`config.mk`:
```
export PLATFORM = sky130hd
export DESIGN_NAME = fch_out_fetch
export DESIGN_NICKNAME = d
export VERILOG_FILES = /design/src/rtl/fch_pkg.sv /design/src/rtl/fch_ctrl.sv /design/src/rtl/fch_addr.sv /design/src/rtl/fch_hold.sv /design/src/rtl/fch_decide.sv /design/src/rtl/fch_out_fetch.sv
export SDC_FILE = /design/constraint.sdc
export NUM_CORES = 1
export LEC_CHECK = 0
export BUFFER_PORTS_ARGS = -buffer_cell sky130_fd_sc_hd__buf_2
export CAP_MARGIN = 0
export CORE_MARGIN = 5
export CORE_UTILIZATION = 50
export CTS_BUF_LIST = sky130_fd_sc_hd__clkbuf_8
export DETAILED_ROUTE_END_ITERATION = 7
export GPL_TIMING_DRIVEN = 1
export PLACE_DENSITY = 0.77
export SLEW_MARGIN = 30
export SYNTH_ARGS = -nofsm -noshare
export SYNTH_HDL_FRONTEND = slang
export SYNTH_HIERARCHICAL = 1
export SYNTH_SLANG_ARGS = --single-unit
```
`constraint.sdc`:
```
create_clock -name clk -period 4.3 [get_ports clk]
set_input_delay 0.215 -clock clk [delete_from_list [all_inputs] [get_ports clk]]
set_output_delay 0.215 -clock clk [all_outputs]
set_load 0.01 [all_outputs]
```
`src/rtl/fch_pkg.sv`:
```
package fch_pkg;

    localparam int CW = 7;
    localparam logic [CW-1:0] SEP_CHAR   = 7'h1D;
    localparam logic [CW-1:0] GROUP_MARK = 7'h7F;

    typedef enum logic [1:0] {
        RSP_OK   = 2'b00,
        RSP_END  = 2'b01,
        RSP_TERR = 2'b10
    } rsp_e;

    typedef struct packed {
        logic load;
        logic norec;
        logic sixbit;
        logic disk;
    } mode_t;

    typedef struct packed {
        rsp_e          code;
        logic [CW-1:0] data;
        logic          adv;
        logic          drop_active;
        logic          raise_done;
        logic          hold_set;
        logic          hold_clr;
        logic [5:0]    hold_val;
    } step_t;

    function automatic logic [CW-1:0] bare(input logic [CW-1:0] c);
        return {1'b0, c[5:0]};
    endfunction

    function automatic logic has_wm(input logic [CW-1:0] c);
        return c[6];
    endfunction

    function automatic logic is_gm(input logic [CW-1:0] c);
        return c == GROUP_MARK;
    endfunction

endpackage

```
`src/rtl/fch_ctrl.sv`:
```
module fch_ctrl
    import fch_pkg::*;
(
    input  logic  clk,
    input  logic  rst,
    input  logic  cmd_go,
    input  mode_t cmd_mode,
    input  logic  take,
    input  step_t step,
    output logic  active,
    output logic  done,
    output mode_t mode
);
    always_ff @(posedge clk) begin
        if (rst) begin
            active <= 1'b0;
            done   <= 1'b0;
            mode   <= '0;
        end else if (cmd_go) begin
            active <= 1'b1;
            done   <= 1'b0;
            mode   <= cmd_mode;
        end else if (take) begin
            if (step.drop_active) active <= 1'b0;
            if (step.raise_done)  done   <= 1'b1;
        end
    end
endmodule

```
`src/rtl/fch_addr.sv`:
```
module fch_addr #(
    parameter int MEM_WORDS = 512,
    parameter int AW        = 10
) (
    input  logic          clk,
    input  logic          rst,
    input  logic          cmd_go,
    input  logic [AW-1:0] cmd_addr,
    input  logic          bump,
    output logic [AW-1:0] addr,
    output logic          at_last
);
    localparam logic [AW-1:0] LAST_ADDR = AW'(MEM_WORDS - 1);

    always_ff @(posedge clk) begin
        if (rst)         addr <= '0;
        else if (cmd_go) addr <= cmd_addr;
        else if (bump)   addr <= addr + AW'(1);
    end

    assign at_last = (addr >= LAST_ADDR);
endmodule

```
`src/rtl/fch_hold.sv`:
```
module fch_hold (
    input  logic       clk,
    input  logic       rst,
    input  logic       cmd_go,
    input  logic       take,
    input  logic       set,
    input  logic       clr,
    input  logic [5:0] val,
    output logic       pend,
    output logic [5:0] held
);
    always_ff @(posedge clk) begin
        if (rst || cmd_go) begin
            pend <= 1'b0;
            held <= '0;
        end else if (take) begin
            if (set) begin
                pend <= 1'b1;
                held <= val;
            end else if (clr) begin
                pend <= 1'b0;
            end
        end
    end
endmodule

```
`src/rtl/fch_decide.sv`:
```
module fch_decide
    import fch_pkg::*;
(
    input  logic          active,
    input  mode_t         mode,
    input  logic          pend,
    input  logic [5:0]    held,
    input  logic          at_last,
    input  logic [CW-1:0] rd,
    input  logic          weor,
    input  logic          reor,
    output step_t         step
);
    logic [CW-1:0] ch;
    logic          stop;

    always_comb begin
        step = '0;
        step.code = RSP_OK;
        ch   = '0;
        stop = 1'b0;
        if (weor) begin
            step.code       = RSP_END;
            step.raise_done = 1'b1;
        end else if (!active) begin
            step.code = RSP_TERR;
        end else if (mode.disk) begin
            if (is_gm(rd)) begin
                step.code = RSP_END;
            end else begin
                step.data = bare(rd);
                step.adv  = 1'b1;
            end
        end else begin
            if (pend) begin
                ch            = {1'b0, held};
                step.hold_clr = 1'b1;
            end else if (at_last) begin
                step.code        = RSP_END;
                step.drop_active = 1'b1;
                step.adv         = 1'b1;
                stop             = 1'b1;
            end else begin
                step.adv = 1'b1;
                if (!mode.norec && is_gm(rd)) begin
                    step.code        = RSP_END;
                    step.drop_active = 1'b1;
                    step.raise_done  = 1'b1;
                    stop             = 1'b1;
                end else if (mode.load && (has_wm(rd) || rd == SEP_CHAR)) begin
                    step.hold_set = 1'b1;
                    step.hold_val = rd[5:0];
                    step.data     = SEP_CHAR;
                    stop          = 1'b1;
                end else begin
                    ch = mode.sixbit ? bare(rd) : rd;
                end
            end
            if (!stop) begin
                if (reor) begin
                    step.code        = RSP_END;
                    step.drop_active = 1'b1;
                    step.raise_done  = 1'b1;
                end else begin
                    step.data = ch;
                end
            end
        end
    end
endmodule

```
`src/rtl/fch_out_fetch.sv`:
```
module fch_out_fetch
    import fch_pkg::*;
#(
    parameter int MEM_WORDS = 512,
    parameter int AW        = $clog2(MEM_WORDS + 2)
) (
    input  logic          clk,
    input  logic          rst,
    input  logic          cmd_go,
    input  logic [AW-1:0] cmd_addr,
    input  logic          cmd_load,
    input  logic          cmd_norec,
    input  logic          cmd_sixbit,
    input  logic          cmd_disk,
    input  logic          req,
    input  logic          req_weor,
    input  logic          req_reor,
    output logic [AW-1:0] mem_addr,
    input  logic [6:0]    mem_rdata,
    output logic          rsp_valid,
    output logic [1:0]    rsp_code,
    output logic [6:0]    rsp_data,
    output logic          active_o,
    output logic          done_o,
    output logic [AW-1:0] addr_o
);
    mode_t         cmd_mode;
    mode_t         mode;
    step_t         step;
    logic          take;
    logic          active;
    logic          done;
    logic          pend;
    logic [5:0]    held;
    logic [AW-1:0] addr;
    logic          at_last;

    assign cmd_mode = '{load: cmd_load, norec: cmd_norec,
                        sixbit: cmd_sixbit, disk: cmd_disk};
    assign take = req && !cmd_go;

    fch_ctrl u_ctrl (
        .clk(clk), .rst(rst), .cmd_go(cmd_go), .cmd_mode(cmd_mode),
        .take(take), .step(step), .active(active), .done(done), .mode(mode)
    );

    fch_addr #(.MEM_WORDS(MEM_WORDS), .AW(AW)) u_addr (
        .clk(clk), .rst(rst), .cmd_go(cmd_go), .cmd_addr(cmd_addr),
        .bump(take && step.adv), .addr(addr), .at_last(at_last)
    );

    fch_hold u_hold (
        .clk(clk), .rst(rst), .cmd_go(cmd_go), .take(take),
        .set(step.hold_set), .clr(step.hold_clr), .val(step.hold_val),
        .pend(pend), .held(held)
    );

    fch_decide u_decide (
        .active(active), .mode(mode), .pend(pend), .held(held),
        .at_last(at_last), .rd(mem_rdata), .weor(req_weor),
        .reor(req_reor), .step(step)
    );

    always_ff @(posedge clk) begin
        if (rst) begin
            rsp_valid <= 1'b0;
            rsp_code  <= RSP_OK;
            rsp_data  <= '0;
        end else begin
            rsp_valid <= take;
            if (take) begin
                rsp_code <= step.code;
                rsp_data <= step.data;
            end
        end
    end

    assign mem_addr = addr;
    assign addr_o   = addr;
    assign active_o = active;
    assign done_o   = done;
endmodule

```
==> key figures <==
Setup path
  – Family with the most delay on the worst path: simple AND/OR/NAND/NOR gates
  – Setup slack, reg-to-reg: around 2100 ps
  – Worst Setup Path Type: flip-flop to flip-flop
  – CP Buf/Inv Count: 0
  – Crit Path Max Fanout: 18
  – CP endpoint kind: flip-flop
  – Worst R2R Path Depth: 7
  – CP startpoint kind: flip-flop
  – Worst EP arrival: 2430 ps
  – Critical R2R Launch: u_addr/addr[0]$_SDFFE_PP0P_
  – Worst path cell trace: ha_1, a21o_1, a211o_1, nor3_4, and2_1, nand3_1, a21oi_1
  – RR Endpoint: u_hold/held[2]$_SDFFE_PP0P_
  – CP peak stage delay: 490 ps
  – Critical path required time: 4520 ps
  – Slowest CP cell: nor3_4

Global route
  – Largest net degree at the start of global routing: 41
  – GRT met3 Usage: approximately 3.8%
  – Total track usage: 17.1%
  – Met1 usage: a little under a quarter
  – Global-route layer with the greatest usage: met2
  – Vias in the first global route: 1,777
  – Initial antenna violation count: 0
  – GRT overflow: 0
  – First-pass GRT wire length: 8450 µm
  – Met2 GRT Util: 26.8%

Run
  – Max-cap violation count: 0

Clocking
  – Clock slew at reported path FFs: 70 ps
  – CTS tree: done
  – CTS resizes: 0
  – Number of H-tree levels: 2
  – Post-CTS Setup Bufs: 0
  – Clock latency on the worst-skew pair: roughly 280 ps
  – Sink Count: 33
  – Cts hold-fix bufs: 0
  – Max Buffers Root-to-Sink: 2
  – TritonCTS Buffers: 5
  – Clock root buffer: clkbuf_8

Routing
  – Drt first pass iters: 4
  – DR vias: ~2,000
  – Post-DR wirelength/cell: approximately 15 µm
  – Vias/cell: approximately 5.9
  – Initial DRC Count: 174
  – DRC: 0
  – WL final: between 5000 and 6000 µm
  – Final ANT Viol Nets: 0

Timing
  – Relative slew slack: 59.1%
  – Final Hold Fails: 0
  – Max Clock Skew: between 4 and 5 ps
  – TNS Setup: 0 ps
  – RSZ-0062 raised after global routing: false
  – Worst-Margin Slew: 614 ps
  – Final setup vio count: 0
  – Max-slew violations: 0
  – Min Tclk post-route: 2220 ps
  – FMAX: approximately 450 MHz
  – Final period utilization: approximately half

Synthesis
  – Syn Nets: between 200 and 300
  – Yosys cell types: 58
  – Seq cells post-synth: 33
  – Synth area leader: dfxtp_1
  – Top cells by area, synth: dfxtp_1 30%, nand4bb_1 4.7%, a21oi_1 4.1%, nand2b_1 3.7%, o21ai_2 3.6%
  – Post-synth top area share: between 30% and 40%
  – Cells after Synth: 246
  – Syn Area/Cell: approximately 8.8 µm²
  – Post-Syn Area: between 0.002 and 0.0025 mm²
  – Post-synth EDFFs: 0
  – Synth async-reset ratio: 0%
  – Fraction of the yosys area taken by sequential cells: 30.4%
  – Dominant synthesized flop cell: dfxtp_1
  – Yosys warns: 6

Pwr
  – Clock power frac: approximately a third
  – Final Total Pwr: 0.682 mW
  – Max rail drop VDD: 104 µV
  – P_sw: 0.190 mW
  – Internal power: a little under 0.5 mW
  – Static leakage: 1.00 nW
  – Power per standard cell area: between 200 and 300 mW/mm²
  – Flop pwr share: slightly below 50%
  – Switching Share: between 20 and 30%
  – Combinational share of power: between 10% and 20%

Floorplanning
  – # IOs: a little under 60
  – Die Height: 76.0 µm
  – Starting density of the core: between 50% and 60%
  – Die width: 76.0 µm
  – Number of core rows: 24
  – Die area: around 0.0058 mm²
  – Core area: 0.00429 mm²

Min path
  – Worst hold path type: primary input to flip-flop
  – Hold_sp: cmd_load
  – Hold Path Depth: 3
  – Hold EP: u_ctrl/mode[3]$_SDFFE_PP0P_

Layout
  – Final instance area: approximately 0.0024 mm²
  – Nets: ~320
  – Filler instances: approximately 430
  – Ant. Diodes: 0
  – Area growth, synth to finish: 12.4%
  – Layout cell share with drive strength beyond 1: between 30% and 40%

Placement
  – DP Area: approximately 0.0024 mm²
  – Post-DP HPWL: around 3700 µm
  – Port bufs: just under 60
  – Gpl congestion: about 0.92

Run status
  – Status: complete, no violations
## cell type report
cell class	instances	area (µm²)	share of cell area (%)
Sequential cell	33	661	27.0
Inverter	5	18.8	0.768
Clock buffer	6	82.6	3.38
Timing Repair Buffer	58	290	11.9
Multi-Input combinational cell	185	1320	54.1
Clock inverter	1	3.75	0.154
Tap cell	52	65.1	2.66
## worst min-delay path, stage by stage
cell	delay (ps)
buf_2	80
mux2i_1	50
nor2_1	70
## cell usage in the layout, fill, tap and decap left out, types with 3 or more instances in the layout
| cell type | count |
|---|---|
| or3_1 | 4 |
| a21bo_2 | 4 |
| nand4bb_1 | 9 |
| nand2_1 | 13 |
| mux2i_1 | 4 |
| dfxtp_1 | 33 |
| o21ai_0 | 3 |
| o21bai_1 | 3 |
| and2_1 | 6 |
| xor2_1 | 4 |
| a211oi_1 | 9 |
| nand3_1 | 11 |
| nand2b_1 | 13 |
| o2bb2ai_1 | 3 |
| clkbuf_8 | 6 |
| a31oi_1 | 3 |
| nand4_1 | 6 |
| a21bo_1 | 3 |
| o21ai_2 | 9 |
| inv_1 | 6 |
| nor2_1 | 16 |
| nor3_1 | 3 |
| nor4_1 | 3 |
| a21oi_1 | 18 |
| buf_2 | 58 |
## routing by layer
metal  up-vias  share of wire, %
met2        66                46
li1        997                 -
met4         0              0.77
met3         5               6.5
met5         -                 0
met1       942                47
## cell usage after synthesis, types with 3 or more instances
master	count
buf_6	4
mux2i_1	4
nor2_1	16
inv_1	5
nor4_1	3
nand2_1	13
o21ai_2	9
nand3_1	11
xor2_1	4
buf_4	10
dfxtp_1	33
or3_1	4
a21oi_1	18
nand2b_1	13
a21bo_1	3
o2bb2ai_1	3
o21ai_0	3
nand4bb_1	9
clkbuf_1	6
nor3_1	3
a31oi_1	3
o21bai_1	3
nand4_1	6
a211oi_1	9
and2_1	6
a21bo_2	4
## registers in the layout, summed over array words and instances (netlist names)
name / cells
rsp_valid: 1
u_hold/held: 6
u_hold/pend: 1
rsp_data: 7
u_ctrl/mode: 4
rsp_code: 2
u_addr/addr: 10
u_ctrl/done: 1
u_ctrl/active: 1
## stage by stage
stage / worst slack (ps) / utilization, % / std cells / hold WS [ps]
floorplan: 2330 / - / 246 / 283
global placement: 2050 / 54.9 / 333 / 451
detailed placement: 1990 / 54.9 / 333 / 458
CTS: 2100 / 56.9 / 340 / 165
global route: 1890 / 56.9 / 340 / 193
finish: 2080 / 56.9 / 340 / 172
## power by group through the flow
stage	sequential [mW]	combinational (mW)	clock, mW
2_1_floorplan	0.340	0.0803	0
3_3_place_gp	0.339	0.115	0
3_5_place_dp	0.339	0.117	0
4_1_cts	0.332	0.117	0.239
5_1_grt	0.335	0.128	0.250
6_report	0.333	0.117	0.232
## worst max path at each step
stage                                 from  slack, ps  depth (start not counted)                     endpoint
2_1_floorplan  u_ctrl/mode[0]$_SDFFE_PP0P_       2330                          9  u_addr/addr[8]$_SDFFE_PP0P_
3_3_place_gp                        cmd_go       2050                          6  u_addr/addr[5]$_SDFFE_PP0P_
3_5_place_dp                        cmd_go       1990                          6  u_addr/addr[5]$_SDFFE_PP0P_
4_1_cts        u_addr/addr[0]$_SDFFE_PP0P_       2100                          7  u_hold/held[2]$_SDFFE_PP0P_
5_1_grt        u_addr/addr[0]$_SDFFE_PP0P_       1890                          7  u_hold/held[1]$_SDFFE_PP0P_
6_report       u_addr/addr[0]$_SDFFE_PP0P_       2080                          7  u_hold/held[2]$_SDFFE_PP0P_
## cell families after synthesis
kind of cell             share of synthesized area (%)
XOR/XNOR                                          1.61
flip-flops                                        30.4
buffers and inverters                             8.80
AND/OR/NAND/NOR                                   29.6
adder cells (fa/ha/maj)                          0.575
AO/OA/AOI/OAI                                     26.7
multiplexers                                      2.36
Power figures use the tool's default switching activity.
